<file path="config.mk">
export PLATFORM = sky130hd
export DESIGN_NAME = fsweep_ctrl
export DESIGN_NICKNAME = d
export VERILOG_FILES = /design/src/rtl/fsweep_pkg.sv /design/src/rtl/fsweep_regs.sv /design/src/rtl/fsweep_seq.sv /design/src/rtl/fsweep_phase.sv /design/src/rtl/fsweep_ctrl.sv
export SDC_FILE = /design/constraint.sdc
export NUM_CORES = 1
export LEC_CHECK = 0
export BUFFER_PORTS_ARGS = -buffer_cell sky130_fd_sc_hd__buf_2
export CORE_UTILIZATION = 30
export DETAILED_ROUTE_END_ITERATION = 8
export PLACE_DENSITY = 0.49
export SYNTH_ARGS = -nofsm -noshare
export SYNTH_HDL_FRONTEND = slang
export SYNTH_SLANG_ARGS = --single-unit
</file>
<file path="constraint.sdc">
create_clock -name clk_i -period 5.1 [get_ports clk_i]
set_input_delay 0 -clock clk_i [delete_from_list [all_inputs] [get_ports clk_i]]
set_output_delay 0 -clock clk_i [all_outputs]
set_load 0.005 [all_outputs]
</file>
<file path="src/rtl/fsweep_pkg.sv">
package fsweep_pkg;
  typedef enum logic [1:0] {ST_IDLE, ST_RUN, ST_LISTEN, ST_DONE} sweep_st_e;

  localparam int unsigned ADDR_W    = 3;
  localparam int unsigned BURST_BIT = 7;

  localparam logic [ADDR_W-1:0] A_CTRL    = 3'd0;
  localparam logic [ADDR_W-1:0] A_COUNT   = 3'd1;
  localparam logic [ADDR_W-1:0] A_STEP_LO = 3'd2;
  localparam logic [ADDR_W-1:0] A_STEP_HI = 3'd3;
  localparam logic [ADDR_W-1:0] A_T_INC   = 3'd4;
  localparam logic [ADDR_W-1:0] A_T_BURST = 3'd5;
  localparam logic [ADDR_W-1:0] A_START_LO = 3'd6;
  localparam logic [ADDR_W-1:0] A_START_HI = 3'd7;
endpackage

</file>
<file path="src/rtl/fsweep_regs.sv">
module fsweep_regs
  import fsweep_pkg::*;
#(
  parameter int unsigned FREQ_W = 24,
  parameter int unsigned DATA_W = 12
) (
  input  logic              clk_i,
  input  logic              rst_ni,
  input  logic              wr_en_i,
  input  logic [ADDR_W-1:0] wr_addr_i,
  input  logic [DATA_W-1:0] wr_data_i,
  output logic              ctrl_wr_o,
  output logic              burst_o,
  output logic [DATA_W-1:0] count_o,
  output logic [DATA_W-1:0] t_inc_o,
  output logic [DATA_W-1:0] t_burst_o,
  output logic [FREQ_W-1:0] start_o,
  output logic [FREQ_W-1:0] step_o
);
  localparam int unsigned HALF_W = FREQ_W / 2;

  logic [HALF_W-1:0] start_lo_q, start_hi_q, step_lo_q, step_hi_q;

  assign ctrl_wr_o = wr_en_i && (wr_addr_i == A_CTRL);

  always_ff @(posedge clk_i or negedge rst_ni) begin
    if (!rst_ni) begin
      burst_o    <= 1'b0;
      count_o    <= '0;
      t_inc_o    <= '0;
      t_burst_o  <= '0;
      start_lo_q <= '0;
      start_hi_q <= '0;
      step_lo_q  <= '0;
      step_hi_q  <= '0;
    end else if (wr_en_i) begin
      unique case (wr_addr_i)
        A_CTRL:     burst_o    <= wr_data_i[BURST_BIT];
        A_COUNT:    count_o    <= wr_data_i;
        A_STEP_LO:  step_lo_q  <= wr_data_i[HALF_W-1:0];
        A_STEP_HI:  step_hi_q  <= wr_data_i[HALF_W-1:0];
        A_T_INC:    t_inc_o    <= wr_data_i;
        A_T_BURST:  t_burst_o  <= wr_data_i;
        A_START_LO: start_lo_q <= wr_data_i[HALF_W-1:0];
        default:    start_hi_q <= wr_data_i[HALF_W-1:0];
      endcase
    end
  end

  assign start_o = {start_hi_q, start_lo_q};
  assign step_o  = {step_hi_q, step_lo_q};
endmodule

</file>
<file path="src/rtl/fsweep_seq.sv">
module fsweep_seq
  import fsweep_pkg::*;
#(
  parameter int unsigned FREQ_W = 24,
  parameter int unsigned CNT_W  = 12
) (
  input  logic              clk_i,
  input  logic              rst_ni,
  input  logic              ctrl_wr_i,
  input  logic              trig_i,
  input  logic              burst_i,
  input  logic [CNT_W-1:0]  count_i,
  input  logic [CNT_W-1:0]  t_inc_i,
  input  logic [CNT_W-1:0]  t_burst_i,
  input  logic [FREQ_W-1:0] start_i,
  input  logic [FREQ_W-1:0] step_i,
  output logic [FREQ_W-1:0] tuning_o,
  output logic              acc_clr_o,
  output sweep_st_e         state_o
);
  sweep_st_e         state_q, state_d;
  logic [CNT_W-1:0]  cnt_q, cnt_d, seg_q, seg_d;
  logic [CNT_W-1:0]  n_eff, ti_eff, tb_eff, limit;
  logic [FREQ_W-1:0] tune_q, tune_d;
  logic              seg_end, last_seg, trig_go, adv;

  always_comb begin
    n_eff  = (count_i   == '0) ? CNT_W'(1) : count_i;
    ti_eff = (t_inc_i   == '0) ? CNT_W'(1) : t_inc_i;
    tb_eff = (t_burst_i == '0) ? CNT_W'(1) : t_burst_i;
    limit    = (state_q == ST_RUN && burst_i) ? tb_eff : ti_eff;
    seg_end  = (cnt_q == limit - CNT_W'(1));
    last_seg = (seg_q == n_eff - CNT_W'(1));
    trig_go  = trig_i && (state_q == ST_IDLE || state_q == ST_DONE);

    state_d   = state_q;
    cnt_d     = cnt_q + CNT_W'(1);
    seg_d     = seg_q;
    tune_d    = tune_q;
    acc_clr_o = 1'b1;
    adv       = 1'b0;

    unique case (state_q)
      ST_IDLE: cnt_d = '0;
      ST_RUN: begin
        acc_clr_o = 1'b0;
        if (seg_end) begin
          cnt_d = '0;
          if (burst_i) begin
            state_d   = ST_LISTEN;
            acc_clr_o = 1'b1;
          end else if (last_seg) begin
            state_d = ST_DONE;        // keep accumulating
          end else begin
            adv       = 1'b1;
            acc_clr_o = 1'b1;
          end
        end
      end
      ST_LISTEN: begin
        if (seg_end) begin
          cnt_d = '0;
          if (last_seg) state_d = ST_DONE;
          else begin
            adv     = 1'b1;
            state_d = ST_RUN;
          end
        end
      end
      default: begin
        cnt_d     = '0;
        acc_clr_o = 1'b0;
      end
    endcase

    if (adv) begin
      seg_d  = seg_q + CNT_W'(1);
      tune_d = tune_q + step_i;
    end
    if (trig_go) begin
      state_d   = ST_RUN;
      cnt_d     = '0;
      seg_d     = '0;
      tune_d    = start_i;
      acc_clr_o = 1'b1;
    end
    if (ctrl_wr_i) begin
      state_d   = ST_IDLE;
      cnt_d     = '0;
      seg_d     = '0;
      tune_d    = '0;
      acc_clr_o = 1'b1;
      adv       = 1'b0;
    end
  end

  always_ff @(posedge clk_i or negedge rst_ni) begin
    if (!rst_ni) begin
      state_q <= ST_IDLE;
      cnt_q   <= '0;
      seg_q   <= '0;
      tune_q  <= '0;
    end else begin
      state_q <= state_d;
      cnt_q   <= cnt_d;
      seg_q   <= seg_d;
      tune_q  <= tune_d;
    end
  end

  assign tuning_o = tune_q;
  assign state_o  = state_q;


  tuning_step_chk: assert property (@(posedge clk_i) disable iff (!rst_ni)
    adv |=> tune_q == $past(tune_q + step_i));


  ctrl_reset_chk: assert property (@(posedge clk_i) disable iff (!rst_ni)
    ctrl_wr_i |=> (state_q == ST_IDLE && tune_q == '0));


  cnt_bound_chk: assert property (@(posedge clk_i) disable iff (!rst_ni)
    (state_q == ST_RUN || state_q == ST_LISTEN) |-> cnt_q < limit);
endmodule

</file>
<file path="src/rtl/fsweep_phase.sv">
module fsweep_phase #(
  parameter int unsigned FREQ_W  = 24,
  parameter int unsigned PHASE_W = 10
) (
  input  logic               clk_i,
  input  logic               rst_ni,
  input  logic               clr_i,
  input  logic [FREQ_W-1:0]  tune_i,
  output logic [FREQ_W-1:0]  acc_o,
  output logic [PHASE_W-1:0] phase_o
);
  localparam int unsigned LSB = FREQ_W - PHASE_W;

  logic [FREQ_W-1:0] acc_q;

  always_ff @(posedge clk_i or negedge rst_ni) begin
    if (!rst_ni)    acc_q <= '0;
    else if (clr_i) acc_q <= '0;
    else            acc_q <= acc_q + tune_i;
  end

  assign acc_o   = acc_q;
  assign phase_o = acc_q[FREQ_W-1:LSB];
endmodule

</file>
<file path="src/rtl/fsweep_ctrl.sv">
module fsweep_ctrl
  import fsweep_pkg::*;
#(
  parameter int unsigned FREQ_W  = 24,
  parameter int unsigned DATA_W  = 12,
  parameter int unsigned PHASE_W = 10
) (
  input  logic               clk_i,
  input  logic               rst_ni,
  input  logic               wr_en_i,
  input  logic [2:0]         wr_addr_i,
  input  logic [DATA_W-1:0]  wr_data_i,
  input  logic               trig_i,
  output logic [FREQ_W-1:0]  tuning_o,
  output logic [FREQ_W-1:0]  phase_acc_o,
  output logic [PHASE_W-1:0] phase_o,
  output logic               active_o,
  output logic               done_o
);
  logic              ctrl_wr, burst, acc_clr;
  logic [DATA_W-1:0] count, t_inc, t_burst;
  logic [FREQ_W-1:0] start, step;
  sweep_st_e         state;

  fsweep_regs #(.FREQ_W(FREQ_W), .DATA_W(DATA_W)) u_regs (
    .clk_i, .rst_ni, .wr_en_i, .wr_addr_i, .wr_data_i,
    .ctrl_wr_o(ctrl_wr), .burst_o(burst), .count_o(count),
    .t_inc_o(t_inc), .t_burst_o(t_burst), .start_o(start), .step_o(step)
  );

  fsweep_seq #(.FREQ_W(FREQ_W), .CNT_W(DATA_W)) u_seq (
    .clk_i, .rst_ni, .ctrl_wr_i(ctrl_wr), .trig_i, .burst_i(burst),
    .count_i(count), .t_inc_i(t_inc), .t_burst_i(t_burst),
    .start_i(start), .step_i(step), .tuning_o,
    .acc_clr_o(acc_clr), .state_o(state)
  );

  fsweep_phase #(.FREQ_W(FREQ_W), .PHASE_W(PHASE_W)) u_phase (
    .clk_i, .rst_ni, .clr_i(acc_clr), .tune_i(tuning_o),
    .acc_o(phase_acc_o), .phase_o
  );

  assign active_o = (state == ST_RUN) || (state == ST_LISTEN);
  assign done_o   = (state == ST_DONE);


  listen_mid_chk: assert property (@(posedge clk_i) disable iff (!rst_ni)
    state == ST_LISTEN |-> phase_acc_o == '0);


  idle_quiet_chk: assert property (@(posedge clk_i) disable iff (!rst_ni)
    state == ST_IDLE |-> (phase_acc_o == '0 && tuning_o == '0));


  status_excl_chk: assert property (@(posedge clk_i) disable iff (!rst_ni)
    !(active_o && done_o));


  seg_start_chk: assert property (@(posedge clk_i) disable iff (!rst_ni)
    (state == ST_RUN && $changed(tuning_o)) |-> phase_acc_o == '0);
endmodule

</file>
; ---- After elaboration in Yosys (flattened, before gate mapping)
; Cells that the tools add are included.
; W data, S select, Z words.
[classes]
mul = 0
add_sub_neg = 6
n_eq_ne = 14
bitwise = 1
n_div = 0
n_mux = 33
n_shift = 0
reduce_logical = 24
magnitude_cmp = 0
[ops]
columns = operator, n
row1 = $mux W12, 11
row2 = $mux W24, 4
row3 = $add A24 B24 Y24, 2
row4 = $logic_not A12 Y1, 3
row5 = $add A12 B1 Y12 const B, 2
row6 = $eq A12 B12 Y1, 2
row7 = $sub A12 B1 Y12 const B, 2
row8 = $reduce_and A2 Y1, 8
row9 = $mux W2, 7
row10 = $eq A3 B3 Y1 const B, 3
row11 = $mux W1, 8
row12 = $ne A4 B2 Y1 const B, 2
row13 = $reduce_or A7 Y1, 1
row14 = $eq A3 B2 Y1 const B, 2
row15 = $ne A5 B2 Y1 const B, 1
row16 = $eq A2 B2 Y1 const B, 2
row17 = $pmux W1 S2, 2
row18 = $pmux W2 S2, 1
row19 = $reduce_and A4 Y1, 1
row20 = $reduce_bool A4 Y1, 1
row21 = $reduce_or A2 Y1, 2
row22 = $eq A3 B1 Y1 const B, 1
row23 = $logic_and A1 B1 Y1, 3
row24 = $logic_not A3 Y1, 1
row25 = 5 further kinds, 6
[totals]
mem_bits_rw = 0
ff_bits = 159
n_memories = 0
inputBits = 19
romBits = 0
latch_bits = 0
wordCells = 91
out_inout_bits = 60

; ---- Depth between registers and ports, before layout
; Gate-level depths: netlist of run 1.
[depth]
depth_word = 11
ltp_mapped = 19

; ---- Hierarchy
; Synthesis of run 1 repeated with hierarchy kept, for this count alone.
[hier_totals]
cells_unflattened = 1002
area_unflattened_um2 = 10248.6
[modules_own_cells]
columns = mod, n_inst, cells_each, seq_area_each_um2, area_per_inst_um2
row1 = fsweep_seq, 1, 599, 1251.2, 5044.8
row2 = fsweep_regs, 1, 185, 2127.0, 3216.8
row3 = fsweep_phase, 1, 217, 600.6, 1974.4
row4 = fsweep_ctrl, 1, 1, 0.0, 12.5

; ---- Worst setup path after synthesis of run 1
; Ideal clock, no wire load.
[synth_path]
path_kind = register -> register
from = register u_seq.state_q[1] (netlist: u_seq.state_o[1])
to = register u_seq.seg_q[6]
stages_incl_launch_ff = 18
t_required_ps = 4980
t_arrival_ps = 3434
synth_period_minus_slack_ps = 3553
path_buffers = 2
setup_time_ps = 120
slack_ps = 1547
cell_sequence = dfrtp_1 > inv_1 > ha_1 > buf_6 > nand2_1 > a311oi_1 > or2_1 > buf_4 > ha_1 > inv_1 > a211oi_1 > and4b_1 > xnor2_1 > nor4_4 > nand4_4 > nor4_4 > a21oi_1 > a31o_1
[synth_via]
elab_chain_len = 8
[synth_lines]
columns = item, line
row1 = from (decl), fsweep_seq.sv:21  ; sweep_st_e state_q, state_d;
row2 = from (signal assigned), fsweep_seq.sv:104  ; state_q <= state_d;
row3 = $eq A2 B1 Y1, "fsweep_seq.sv:31, fsweep_seq.sv:43"
row4 = $logic_and A1 B1 Y1, fsweep_seq.sv:31  ; limit = (state_q == ST_RUN && burst_i) ? tb_eff : ti_eff;
row5 = $mux W12, fsweep_seq.sv:31
row6 = $sub A12 B1 Y12, fsweep_seq.sv:32  ; seg_end = (cnt_q == limit - CNT_W'(1));
row7 = $eq A12 B12 Y1, fsweep_seq.sv:32
row8 = $mux W1 (on tied branches), "fsweep_seq.sv:61, fsweep_seq.sv:47"
row9 = $pmux W1 S2, fsweep_seq.sv:43  ; unique case (state_q)
row10 = $reduce_bool A3 Y1 (no line), -
row11 = to (signal assigned), fsweep_seq.sv:106  ; seg_q <= seg_d;
row12 = to (decl), fsweep_seq.sv:22  ; logic [CNT_W-1:0] cnt_q, cnt_d, seg_q, seg_d;
; Several ways; a longest one is shown, not always the timed one.
; A chain may end at the register's enable or synchronous reset.

; ---- Final worst setup path of run 1
[layout_path]
from = register u_seq.state_q[1] (netlist: u_seq.state_o[1])
to = register u_seq.tune_q[1] (netlist: u_seq.tuning_o[1])
[layout_via]
elab_chain_len = 8
[layout_lines]
columns = item, line
row1 = $eq A2 B1 Y1, "fsweep_seq.sv:31, fsweep_seq.sv:43"
row2 = $logic_and A1 B1 Y1, fsweep_seq.sv:31
row3 = $mux W12, fsweep_seq.sv:31
row4 = $sub A12 B1 Y12, fsweep_seq.sv:32
row5 = $eq A12 B12 Y1, fsweep_seq.sv:32
row6 = $mux W1 (on tied branches), "fsweep_seq.sv:61, fsweep_seq.sv:47"
row7 = $pmux W1 S2, fsweep_seq.sv:43
row8 = $reduce_bool A3 Y1 (no line), -
row9 = to (signal assigned), fsweep_seq.sv:107  ; tune_q <= tune_d;
row10 = to (decl), fsweep_seq.sv:24  ; logic [FREQ_W-1:0] tune_q, tune_d;
; Several ways; a longest one is shown, not always the timed one.

==> metrics.cfg, run 1 <==
[timing]
finalSetupViolations = 0
final_max_slew_viol_count = 0
tns_ns = 0
tightestPinTransition_ns = 1.06
rsz0062_at_grt = no
slew-limit-headroom_pct = 29.1
hold_ws_ns = 0.0468
hold_viol = 0
min_period_ns = 4.54
min_period_over_period_pct = 89.0
fmax_ghz = 0.220
postLayoutSetupSlackWorst_ns = 0.560
fin_skew_ns = 0.0147

[clock_network]
h-tree-depth = 4
postCtsSetupRepairBufs = 0
clk_pin_slew_worst_paths_ns = 0.08
cts_resized = 0
cts-root-buf = clkbuf_16
cts_sinks = 159
clock_latency_ns = 0.44
cts_hold_buf = 8
cts_tree = built
clock_path_buffers = 2
cts_made_buffers = 17

[worst_setup_path]
worstPathMaxFanout = 23
required_ns = 5.46
path_buf_inv = 2
cp.arrival_ns = 4.90
r2r-end = u_seq.tuning_o[1]
critPathLaunchType = register
crit_chain = inv_1 -> ha_1 -> nand2_1 -> a311oi_1 -> or2_1 -> ha_1 -> inv_1 -> a211oi_1 -> or3_1 -> nand4_1 -> a2111oi_0 -> and4_1 -> nand2_2 -> mux2_2 -> a21oi_1
slowest_stage = a311oi_1
end_kind = register
reg2regPathDepth = 15
r2r_start = u_seq.state_o[1]
path_class = register to register
r2r_slack_ns = 0.56
critPathTopFamily = simple AND/OR/NAND/NOR gates
crit_path_max_incr_delay_ns = 0.48

[yosys]
synth_xor_area_share_pct = 6.63
synth.area.mux_share_pct = 12.4
ys.flop_type = dfrtp_1
yosysUniqueCellTypes = 73
syn_area_um2 = 9770
yosys_warnings = 0
synth_area_per_cell_um2 = 10.1
synth-adder-area-share_pct = 7.32
synth_top_cells_by_count = dfrtp_1 (159), nor2_1 (88), mux2_2 (82), a21oi_1 (64), ha_1 (54)
synth_area_leaders = dfrtp_1 (41%), mux2_2 (9.4%), ha_1 (6.9%)
synth_largest_area_cell = dfrtp_1
synth_edf_count = 0
synth_top_area_share_pct = 40.7
synthArstFlopShare_pct = 100
synth_compound_area_share_pct = 15.1
yosys.area_share.simple_pct = 14.3
synth-seq-cells = 159
synth_cells = 964
synth_fp_nets = 1039
yosysSeqAreaShare_pct = 40.7
yosysMostFrequentCell = dfrtp_1
synth_top_family_by_area = compound AO/OA/AOI/OAI gates

[power_and_ir_drop]
vdd_ir_drop_max_mv = 0.251
powerDensity_nw_per_um2 = 573
p_leak_nw = 5.08
power_mw = 6.44

[routing]
ant_nets = 0
dr.pass1.iters = 5
viasPerCell = 5.07
route.detailed.drc = 0
wire_per_inst_um = 17.3
drtIter0Drc = 386
routed_wl_um = 25700
vias = 7544

[layout]
nets = 1114
drive_gt1_share_pct = 21.6
diodes = 0
syn_to_final_growth_pct = 15.0
fillers = 3216
design_area_um2 = 11200

[floorplan]
num_rows = 65
coreArea_um2 = 31800
start_util_pct = 30.7
io_pins = 79
fp.dieArea_um2 = 33300
die_h_um = 183
die_x_um = 183

[flow_run]
maxCapViolCount = 0

[worst_hold_path]
min_path_type = input port to async pin

[place]
dp_slack_ns = 0.625
placedInstanceArea_um2 = 10600
numPortBuffers = 78
dpl.hpwl_um = 18600
gp_congestion = 0.845

[global_routing]
grt_pass1_vias = 7461
grt_usage_pct = 16.0
grt_pass1_wl_um = 41400
grt-ovfl-total = 0
antenna_found_initial = 0
grt_max_degree = 70

[run_status]
status = completed

-- stage by stage --
| step | std cells | util, % |
|---|---|---|
| 2_1_floorplan | 964 | - |
| 3_3_place_gp | 1447 | 33.3 |
| 3_5_place_dp | 1447 | 33.3 |
| 4_1_cts | 1487 | 35.4 |
| 5_1_grt | 1487 | 35.4 |
| 6_report | 1487 | 35.4 |
-- layout by cell type (no fill, tap or decap), types with 9 or more instances in the layout --
cell | netlist | layout
xnor2_1 | 46 | 46
nand3_1 | 21 | 21
clkbuf_16 | 0 | 17
nor2_1 | 88 | 88
xor2_1 | 28 | 28
ha_1 | 54 | 54
nand2_1 | 45 | 45
o21ai_0 | 48 | 48
o211ai_1 | 10 | 10
or3_1 | 9 | 9
dfrtp_1 | 159 | 159
and3_1 | 13 | 13
a21oi_1 | 64 | 64
a31oi_1 | 9 | 9
nor3_1 | 18 | 18
a21o_1 | 14 | 14
nand4_1 | 11 | 11
inv_1 | 33 | 33
mux2_2 | 82 | 82
o21a_1 | 10 | 10
o31ai_1 | 11 | 11
buf_2 | 6 | 77
buf_4 | 12 | 11
a211oi_1 | 9 | 9
mux2i_1 | 29 | 29
-- registers in the layout, indices dropped and copies added (netlist names) --
name / cells
u_regs.start_hi_q: 12
u_regs.t_inc_o: 12
u_seq.cnt_q: 12
u_seq.state_o: 2
u_regs.step_lo_q: 12
u_seq.seg_q: 12
u_regs.start_lo_q: 12
u_phase.acc_o: 24
u_regs.step_hi_q: 12
u_seq.tuning_o: 24
u_regs.count_o: 12
u_regs.burst_o: 1
u_regs.t_burst_o: 12
-- cell families after synthesis --
group	Yosys count
AO/OA/AOI/OAI	226
XOR/XNOR	74
adder cells (fa/ha/maj)	56
buffers and inverters	74
flip-flops	159
multiplexers	111
AND/OR/NAND/NOR	264
-- layout make-up --
cell class	count	area, um^2	share of cell area, %
clock buffer	18	439	3.91
timing repair buffer	97	559	4.97
clock inverter	14	139	1.24
inverter	33	124	1.10
tap	435	544	4.84
multi-input combinational	731	5460	48.6
sequential	159	3980	35.4
-- per-layer routing --
metal  routed length, um  track usage [%]  share of wire, %
met1               13000             22.0                51
met2               11700             25.8                46
met3                 671             2.79               2.6
met4                 310             4.17               1.2
met5                   0                0                 0
-- power by group --
group / switching (mW) / leakage (nW) / internal (mW)
combinational: 1.79 / 2.82 / 1.42
sequential: 0.343 / 1.98 / 1.61
clock: 0.617 / 0.285 / 0.666
-- worst max-delay path by stage --
stage	slack [ns]	cells after the start	start	end
global route	0.15	15	u_seq.state_o[1]	u_seq.tuning_o[1]
finish	0.56	15	u_seq.state_o[1]	u_seq.tuning_o[1]
floorplan	1.55	17	u_seq.state_o[1]	u_seq.seg_q[6]
CTS	0.61	15	u_seq.state_o[1]	u_seq.tuning_o[1]
detailed placement	0.62	15	u_seq.state_o[1]	u_seq.tuning_o[1]
global placement	0.81	15	u_seq.state_o[1]	u_seq.tuning_o[1]
-- worst reg2reg max path, cell delays in order, from the launching register on --
cell	delay (ns)
dfrtp_1	0.40
inv_1	0.10
ha_1	0.27
nand2_1	0.25
a311oi_1	0.48
or2_1	0.28
ha_1	0.21
inv_1	0.04
a211oi_1	0.31
or3_1	0.18
nand4_1	0.10
a2111oi_0	0.43
and4_1	0.33
nand2_2	0.47
mux2_2	0.48
a21oi_1	0.13
Note: power is estimated with default switching activity, not from simulation.
==> run 2, diff against run 1 <==
Settings changed: BUFFER_PORTS_ARGS -buffer_cell sky130_fd_sc_hd__buf_2 to -buffer_cell sky130_fd_sc_hd__clkbuf_2.
==> run 2 against run 1 <==
  * Via count is 1.1% lower
  * Combinational power hardly changed
  * First-iteration DRC count is 3.4% lower
  * Clock-buffer cell count stayed put
  * Highest routed layer unchanged
  * Core utilization is 0.21 points lower
  * Setup slack better by 0.021 ns
  * Largest cell class unchanged
  * Cell count is 0.40% lower
  * Non-clock buffer count is 6 lower
  * Clock power hardly changed
  * Design area is 0.59% lower
  * Fmax is 0.46% higher
==> metrics.cfg, run 2 (synthesized netlist as in run 1, its figures left out) <==
[worst_setup_path]
end_kind = register
crit_path_max_incr_delay_ns = 0.46  ; -0.02 ns
cp.arrival_ns = 4.89  ; about the same
slowest_stage = a311oi_1
crit_chain = inv_1 -> ha_1 -> nand2_1 -> a311oi_1 -> or2_1 -> ha_1 -> inv_1 -> a211oi_1 -> or3_1 -> nand4_1 -> a2111oi_0 -> and4_1 -> nand2_2 -> mux2_2 -> a21oi_1
critPathLaunchType = register
r2r_slack_ns = 0.58  ; +0.02 ns
r2r-end = u_seq.tuning_o[1]
reg2regPathDepth = 15  ; unchanged
r2r_start = u_seq.state_o[1]
path_class = register to register
required_ns = 5.47  ; about the same
critPathTopFamily = simple AND/OR/NAND/NOR gates
path_buf_inv = 2  ; unchanged
worstPathMaxFanout = 23  ; unchanged

[clock_network]
cts_sinks = 159  ; unchanged
cts-root-buf = clkbuf_16
cts_resized = 0  ; unchanged
cts_made_buffers = 17  ; unchanged
clock_path_buffers = 2  ; unchanged
h-tree-depth = 4  ; unchanged
clk_pin_slew_worst_paths_ns = 0.08  ; about the same
clock_latency_ns = 0.44  ; about the same
cts_tree = built

[layout]
layout_commonest_cell = dfrtp_1
drive_gt1_share_pct = 21.6  ; +0.028 points
finish.utilization_pct = 35.2  ; -0.21 points
design_area_um2 = 11200  ; -0.59%
nets = 1108  ; -0.54%
syn_to_final_growth_pct = 14.4
diodes = 0  ; unchanged
fin_cells = 1481  ; -0.40%
layout_common_cells = dfrtp_1 (159), nor2_1 (88), mux2_2 (82), clkbuf_2 (77), a21oi_1 (64)

[power_and_ir_drop]
powerDensity_nw_per_um2 = 574  ; +0.24%
p_int_mw = 3.68  ; -0.44%
clkPwrFrac_pct = 19.6  ; -0.3 points
comb_power_share_pct = 49.9  ; +0.2 points
vdd_ir_drop_max_mv = 0.243  ; -3.4%
power_mw = 6.42  ; -0.36%
seqPwrFrac_pct = 30.5  ; +0.2 points
p_leak_nw = 5.04  ; -0.86%
switching_share_pct = 42.7  ; +0.047 points
power_switching_mw = 2.74  ; -0.25%

[timing]
hold_ws_ns = 0.00329  ; -0.0435 ns
min_period_over_period_pct = 88.6  ; -0.41 points
final_max_slew_viol_count = 0  ; unchanged
hold_viol = 0  ; unchanged
tns_ns = 0  ; unchanged
slew-limit-headroom_pct = 28.0  ; -1.1 points
rsz0062_at_grt = no
fin_skew_ns = 0.0179  ; +0.00312 ns
finalSetupViolations = 0  ; unchanged
tightestPinTransition_ns = 1.08  ; +0.0170 ns
min_period_ns = 4.52  ; -0.0209 ns
postLayoutSetupSlackWorst_ns = 0.581  ; +0.0209 ns
fmax_ghz = 0.221  ; +0.46%

[worst_hold_path]
min_path_type = input port to register
whs_endpoint = u_regs.step_lo_q[0]
worstHoldPathCells = 2
min_from = wr_data_i[0]

[place]
numPortBuffers = 78  ; unchanged
placed_cells = 1447  ; unchanged
dp_slack_ns = 0.641  ; +0.0166 ns
gp_congestion = 0.845  ; about the same
placedInstanceArea_um2 = 10600  ; unchanged
dpl.hpwl_um = 18600  ; about the same

[global_routing]
antenna_found_initial = 0  ; unchanged
grt-ovfl-total = 0  ; unchanged
grt_pass1_wl_um = 40800  ; -1.5%
grt_usage_pct = 15.9  ; -0.11 points
grt_max_degree = 70  ; unchanged
grt_pass1_vias = 7265  ; -2.6%

[floorplan]
num_rows = 65  ; unchanged
die_x_um = 183  ; unchanged
die_h_um = 183  ; unchanged
io_pins = 79  ; unchanged
fp.dieArea_um2 = 33300  ; unchanged
coreArea_um2 = 31800  ; unchanged
start_util_pct = 30.7  ; unchanged

[routing]
routed_wl_um = 25300  ; -1.6%
drtIter0Drc = 373  ; -3.4%
route.detailed.drc = 0  ; unchanged
wire_per_inst_um = 17.1  ; -1.2%
dr.pass1.iters = 4  ; -1
viasPerCell = 5.04  ; -0.66%
vias = 7464  ; -1.1%
ant_nets = 0  ; unchanged

[flow_run]
maxCapViolCount = 0  ; unchanged

[run_status]
status = completed

## run 2: cell count changes in the layout (fill, tap and decap cells not counted), sizes merged
cell / before / now
clkbuf: 18 / 95
clkinvlp: 1 / 2
buf: 89 / 12
dlygate4sd3: 8 / 2
inv: 42 / 43
clkinv: 4 / 2
## run 2: worst register-to-register path: cells and delay by family (launching register included)
kind | cells | cell delay [ns]
AND/OR/NAND/NOR | 6 | 1.58
AO/OA/AOI/OAI | 4 | 1.36
adder cells (fa/ha/maj) | 2 | 0.50
multiplexers | 1 | 0.48
flip-flops | 1 | 0.40
buffers and inverters | 2 | 0.15
## run 2: layer usage
layer | part of all wire, % | track usage, %
met2 | 46 | 26.2
met5 | 0 | 0
met1 | 49 | 21.7
met3 | 4.4 | 3.07
met4 | 0.64 | 2.89
## run 2: area by class of cell
class                           instances  area [um^2]
Tap cell                              435          544
Clock inverter                         14          143
Multi-Input combinational cell        731         5460
Clock buffer                           18          429
Inverter                               33          124
Timing Repair Buffer                   91          499
Fill cell                            3240        20600
Sequential cell                       159         3980
## run 2: timing repair
action                                  in CTS  in global routing
setup buffers                                0                  0
endpoints found under the setup margin       0                  0
hold buffers                                 2                  0
endpoints found under the hold margin       48                  0
## run 2: how the worst max path moves through the flow
stage                      from                end  cells past startpoint
5_1_grt        u_seq.state_o[1]  u_seq.tuning_o[1]                     15
3_3_place_gp   u_seq.state_o[1]  u_seq.tuning_o[1]                     15
3_5_place_dp   u_seq.state_o[1]  u_seq.tuning_o[1]                     15
4_1_cts        u_seq.state_o[1]  u_seq.tuning_o[1]                     15
6_report       u_seq.state_o[1]  u_seq.tuning_o[1]                     15
2_1_floorplan  u_seq.state_o[1]     u_seq.seg_q[6]                     17
## run 2: power by group through the flow
stage / registers [mW] / clock network (mW) / logic [mW]
after floorplan: 1.88 / 0 / 2.48
after CTS: 1.97 / 1.30 / 3.23
final: 1.96 / 1.26 / 3.20
after global routing: 2.02 / 1.35 / 3.61
after global placement: 1.99 / 0 / 3.19
after detailed placement: 1.99 / 0 / 3.22
